===== src/rtl/cmt_pkg.sv =====
// Shared definitions for the dual compare-match timer.
// Assumes a single 7-bit control register decoded at fixed bit positions.
package cmt_pkg;
    typedef enum logic [1:0] {
        SRC_TAP_A = 2'b00,
        SRC_TAP_B = 2'b01,
        SRC_TAP_C = 2'b10,
        SRC_ALT   = 2'b11
    } src_sel_e;

    localparam int CTL_W       = 7;
    localparam int T0_SEL_LSB  = 0;
    localparam int T0_RUN_BIT  = 2;
    localparam int T0_START_BIT= 3;
    localparam int T1_SEL_LSB  = 4;
    localparam int T1_START_BIT= 6;

    localparam logic [1:0] ADDR_CTL  = 2'd0;
    localparam logic [1:0] ADDR_CMP0 = 2'd1;
    localparam logic [1:0] ADDR_CMP1 = 2'd2;
endpackage


===== src/rtl/cmt_edge_sync.sv =====
// Synchronizes an asynchronous level and emits a one-cycle pulse on its rise.
// Assumes STAGES >= 2; the pulse follows the input edge by STAGES+1 clock edges
// as seen at a counter fed by it.
module cmt_edge_sync #(
    parameter int STAGES = 2
) (
    input  logic clk,
    input  logic rst_n,
    input  logic din,
    output logic rise
);
    logic [STAGES:0] chain_q;

    // Shift the input through the synchronizer plus one history flop.
    always_ff @(posedge clk) begin
        if (!rst_n) chain_q <= '0;
        else        chain_q <= {chain_q[STAGES-1:0], din};
    end

    assign rise = chain_q[STAGES-1] & ~chain_q[STAGES];
endmodule


===== src/rtl/cmt_tick_sel.sv =====
// Four-way tick selector driven by a 2-bit source field.
// Assumes every tap is a single-cycle enable in the clock domain.
module cmt_tick_sel
    import cmt_pkg::*;
(
    input  src_sel_e   sel,
    input  logic [3:0] taps,
    output logic       tick
);
    // Route the chosen tap to the timer.
    always_comb begin
        unique case (sel)
            SRC_TAP_A: tick = taps[0];
            SRC_TAP_B: tick = taps[1];
            SRC_TAP_C: tick = taps[2];
            default:   tick = taps[3];
        endcase
    end
endmodule


===== src/rtl/cmt_irq_flag.sv =====
// Sticky request flag: set has priority over clear.
// Assumes set and clr are single-cycle pulses in the clock domain.
module cmt_irq_flag (
    input  logic clk,
    input  logic rst_n,
    input  logic set,
    input  logic clr,
    output logic flag
);
    // Hold the flag until a clear arrives without a coincident set.
    always_ff @(posedge clk) begin
        if (!rst_n)   flag <= 1'b0;
        else if (set) flag <= 1'b1;
        else if (clr) flag <= 1'b0;
    end
endmodule


===== src/rtl/cmt_dual_timer.sv =====
// Two compare-match up-counters that can chain into one double-width counter.
// Assumes tick_a/b/c and the clear inputs are clock-domain single-cycle pulses;
// ext_in may be asynchronous. Control and compare registers are write-only.
module cmt_dual_timer
    import cmt_pkg::*;
#(
    parameter int CNT_W       = 8,
    parameter int SYNC_STAGES = 2
) (
    input  logic             clk,
    input  logic             rst_n,
    input  logic             wr_en,
    input  logic [1:0]       wr_addr,
    input  logic [CNT_W-1:0] wr_data,
    input  logic             tick_a,
    input  logic             tick_b,
    input  logic             tick_c,
    input  logic             ext_in,
    input  logic             irq0_clr,
    input  logic             irq1_clr,
    output logic             irq0,
    output logic             irq1,
    output logic [CNT_W-1:0] cnt0,
    output logic [CNT_W-1:0] cnt1
);
    localparam int WIDE_W = 2 * CNT_W;

    logic [CTL_W-1:0] ctl_q;
    logic [CNT_W-1:0] cmp0_q, cmp1_q, cnt0_q, cnt1_q;
    logic             ext_rise, t0_tick, t1_tick;
    src_sel_e         t0_sel, t1_sel;
    logic             t0_start, t0_run, t1_start, chained;
    logic             t0_step, match0, match1, match_wide, t0_top;
    logic             hit0, hit1;

    // Capture register writes.
    always_ff @(posedge clk) begin
        if (!rst_n) begin
            ctl_q  <= '0;
            cmp0_q <= '0;
            cmp1_q <= '0;
        end else if (wr_en) begin
            case (wr_addr)
                ADDR_CTL:  ctl_q  <= wr_data[CTL_W-1:0];
                ADDR_CMP0: cmp0_q <= wr_data;
                ADDR_CMP1: cmp1_q <= wr_data;
                default:   ;
            endcase
        end
    end

    assign t0_sel   = src_sel_e'(ctl_q[T0_SEL_LSB +: 2]);
    assign t1_sel   = src_sel_e'(ctl_q[T1_SEL_LSB +: 2]);
    assign t0_start = ctl_q[T0_START_BIT];
    assign t0_run   = ctl_q[T0_RUN_BIT] & t0_start;
    assign t1_start = ctl_q[T1_START_BIT];
    assign chained  = (t1_sel == SRC_ALT);

    cmt_edge_sync #(.STAGES(SYNC_STAGES)) u_ext_sync (
        .clk   (clk),
        .rst_n (rst_n),
        .din   (ext_in),
        .rise  (ext_rise)
    );

    cmt_tick_sel u_t0_sel (
        .sel  (t0_sel),
        .taps ({ext_rise, tick_c, tick_b, tick_a}),
        .tick (t0_tick)
    );

    // The alternate source of timer 1 is handled by the chained path below.
    cmt_tick_sel u_t1_sel (
        .sel  (t1_sel),
        .taps ({1'b0, tick_c, tick_b, tick_a}),
        .tick (t1_tick)
    );

    assign t0_step    = t0_run & t0_tick;
    assign match0     = (cnt0_q == cmp0_q);
    assign match1     = (cnt1_q == cmp1_q);
    assign match_wide = ({cnt1_q, cnt0_q} == WIDE_W'({cmp1_q, cmp0_q}));
    assign t0_top     = (cnt0_q == {CNT_W{1'b1}});
    assign hit0       = t0_step & (chained ? match_wide : match0);
    assign hit1       = ~chained & t1_start & t1_tick & match1;

    // Lower byte / timer 0 counter.
    always_ff @(posedge clk) begin
        if (!rst_n)          cnt0_q <= '0;
        else if (!t0_start)  cnt0_q <= '0;
        else if (hit0)       cnt0_q <= '0;
        else if (t0_step)    cnt0_q <= cnt0_q + 1'b1;
    end

    // Upper byte in chained mode, independent timer 1 otherwise.
    always_ff @(posedge clk) begin
        if (!rst_n) begin
            cnt1_q <= '0;
        end else if (chained) begin
            if (!t0_start)              cnt1_q <= '0;
            else if (hit0)              cnt1_q <= '0;
            else if (t0_step && t0_top) cnt1_q <= cnt1_q + 1'b1;
        end else begin
            if (!t1_start)              cnt1_q <= '0;
            else if (hit1)              cnt1_q <= '0;
            else if (t1_tick)           cnt1_q <= cnt1_q + 1'b1;
        end
    end

    cmt_irq_flag u_irq0 (
        .clk   (clk),
        .rst_n (rst_n),
        .set   (hit0),
        .clr   (irq0_clr),
        .flag  (irq0)
    );

    cmt_irq_flag u_irq1 (
        .clk   (clk),
        .rst_n (rst_n),
        .set   (hit1),
        .clr   (irq1_clr),
        .flag  (irq1)
    );

    assign cnt0 = cnt0_q;
    assign cnt1 = cnt1_q;
endmodule


===== config.mk =====
export PLATFORM = sky130hd
export DESIGN_NAME = cmt_dual_timer
export DESIGN_NICKNAME = d
export VERILOG_FILES = /design/src/rtl/cmt_pkg.sv /design/src/rtl/cmt_edge_sync.sv /design/src/rtl/cmt_tick_sel.sv /design/src/rtl/cmt_irq_flag.sv /design/src/rtl/cmt_dual_timer.sv
export SDC_FILE = /design/constraint.sdc
export NUM_CORES = 1
export LEC_CHECK = 0
export BUFFER_PORTS_ARGS = -buffer_cell sky130_fd_sc_hd__buf_2
export CORE_ASPECT_RATIO = 0.9
export CORE_UTILIZATION = 59
export DETAILED_ROUTE_END_ITERATION = 16
export PLACE_DENSITY = 0.83
export SLEW_MARGIN = 20
export SYNTH_ARGS = -nofsm -noshare
export SYNTH_HDL_FRONTEND = slang
export SYNTH_SLANG_ARGS = --single-unit

===== constraint.sdc =====
create_clock -name clk -period 2.84 [get_ports clk]
set_input_delay 0.142 -clock clk [delete_from_list [all_inputs] [get_ports clk]]
set_output_delay 0.142 -clock clk [all_outputs]
set_load 0.02 [all_outputs]

==> impl_metrics.tcl <==
set metrics [dict create \
    routed_via_density 5.58 \
    die_h_um 59.1 \
    path_clk_slew_ns 0.08 \
    drt_iter0_drc 89 \
    cp-start-kind "flop" \
    wl_um 4360 \
    clock_latency_ns 0.29 \
    setup_tns_ns 0 \
    syn_area_per_cell_um2 9.46 \
    drc_errors 0 \
    io_pins 37 \
    vdd_drop_max_mv 0.392 \
    row_count 20 \
    fin_nets 282 \
    p_per_area_nw_per_um2 466 \
    antenna_found_initial 0 \
    ant_nets 0 \
    die_x_um 65.4 \
    critPathLaunch "ctl_q[1]" \
    setup_viol 0 \
    dpl.hpwl_um 3250 \
    ys_seq_elements 44 \
    layout.cells.non_filler 306 \
    p_leak_uw 0.000982 \
    hp-class "in2reg" \
    htree_levels 2 \
    clockRootBuffer "clkbuf_8" \
    finClkSkew_ns 0.00714 \
    gp_congestion 0.832 \
    critPathArrivalTime_ns 2.49 \
    hold_buffers 0 \
    synth_edf_count 0 \
    numCtsBuffers 5 \
    synth_nets 247 \
    overflow 0 \
    clk_path_buf_depth 2 \
    r2r_start "ctl_q[1]" \
    first_global_vias 1491 \
    fin_crit_sh 0.809 \
    die_area_um2 3870 \
    hold_viol_final 0 \
    cts_sinks 44 \
    cts_setup_buffers 0 \
    grt_usage 0.243 \
    yosysUniqueCellTypes 42 \
    cts_resized 0 \
    layout-drive-gt1-share 0.198 \
    syn_area_um2 2140 \
    grt_max_degree 32 \
    port_buffers 36 \
    slew_violations 0 \
    power_uw 1130 \
    cts_tree "yes" \
    grt_pass1_wl_um 6940 \
    layout_min_cycle_time_ns 2.30 \
    ys.flop_type "dfxtp_1" \
    vias 1709 \
    relSlewSlack 0.393 \
    diodes 0 \
    core-area_um2 3430 \
    placedCellCount 298 \
    cp-end-kind "flop" \
    hp-start "ext_in" \
    critPathKind "reg2reg" \
    ys_warn_count 0 \
    status "complete, no violations" \
    areaGrowthSynthToFinish_pct 13.6 \
    maxCapViolations 0 \
    rsz0062_at_grt "no" \
    worst_slew_pin_slew_ns 0.906 \
    async_reset_ff_frac 0 \
    synth_cells 226 \
    path_max_fanout 12 \
    cp.required_ns 3.03 \
    fmax_mhz 435 \
    dr.pass1.iters 4 \
    ys_seq_area_frac 0.412 \
    start_util 0.623 \
    wl_per_cell_um 14.2 \
]
kinds of logic after synthesis:
| family | Yosys count | synth area share |
|---|---|---|
| AOI/OAI and AO/OA | 28 | 0.0913 |
| xor gates and xnor gates | 23 | 0.0943 |
| adders and majority gates | 2 | 0.0117 |
| buffers and inverters | 14 | 0.0299 |
| DFF | 44 | 0.412 |
| muxes | 26 | 0.123 |
| and+or+nand+nor | 89 | 0.238 |
metal layers:
| layer | track usage | part of all wire |
|---|---|---|
| met5 | 0 | 0 |
| met4 | 0.0932 | 0.017 |
| met3 | 0.0538 | 0.039 |
| met2 | 0.377 | 0.43 |
| met1 | 0.331 | 0.51 |
critical path, stage by stage (launching register included):
cell and delay, ns:
dfxtp_1 0.38, mux2_2 0.35, o21ai_1 0.23, nor3b_2 0.09, a31oi_1 0.74, nor4b_1 0.11
a311o_1 0.29
per-stage QoR:
step           instance area [um2]  setup WS [ns]   util  hold slack [ns]
3_5_place_dp                  2340          0.616  0.682            0.354
5_1_grt                       2430          0.406  0.708           0.0567
4_1_cts                       2430          0.586  0.708           0.0516
6_report                      2430          0.543  0.708           0.0565
2_1_floorplan                 2140          0.835      -            0.269
3_3_place_gp                  2340          0.689  0.682            0.351
cell usage after synthesis (3+ instances only):
library cell   n  area share
clkbuf_1       5      0.0088
xor2_1         6       0.025
nor2_1        15       0.026
dfxtp_1       44        0.41
nand3_1        4      0.0094
a21oi_1        8       0.019
or3_1          3      0.0088
and3_1         3      0.0088
buf_2          3      0.0070
xnor2_1       17       0.070
or4_1          4       0.014
o21a_1         3       0.011
o31ai_1        4       0.014
nor2b_1       24       0.070
nand4_1        9       0.026
mux2i_1       24        0.11
inv_1          4      0.0070
nand3b_1       3       0.011
nand2_1       10       0.018
and2_1         6       0.018
report_power, final:
group / switching (uW) / internal, uW / total, uW
logic: 49.2 / 44.3 / 93.5
clock network: 199 / 198 / 397
registers: 10.6 / 630 / 640
cell type report:
cell class | count | area (um2)
fillers | 286 | 1000
inverters | 4 | 15.0
flip-flops and latches | 44 | 881
clock buffers | 8 | 90.1
multi-input cells | 168 | 1190
repair buffers | 38 | 195
well taps | 44 | 55.1
worst paths after layout:
kind / depth (start not counted) / slack, ns / to
worst max register to register: 6 / 0.54 / cnt1[7]
worst max-delay path: 6 / 0.54 / cnt1[7]
worst min-delay path: 2 / 0.06 / u_ext_sync.chain_q[0]
worst min register to register: 1 / 0.44 / u_ext_sync.chain_q[1]
placed cells by master, fill, tap and decap left out, types with 8 or more instances in the layout:
| cell | n |
|---|---|
| a21oi_1 | 8 |
| mux2i_1 | 24 |
| nor2_1 | 15 |
| buf_2 | 36 |
| nand2_1 | 10 |
| xnor2_1 | 17 |
| nor2b_1 | 24 |
| dfxtp_1 | 44 |
| nand4_1 | 9 |
state kept, by name, indices dropped and copies added (netlist names):
name                flops
cmp0_q                  8
ctl_q                   7
cnt0                    8
u_ext_sync.chain_q      3
cmp1_q                  8
cnt1                    8
u_irq1.flag             1
u_irq0.flag             1
Power figures use the tool's default switching activity.
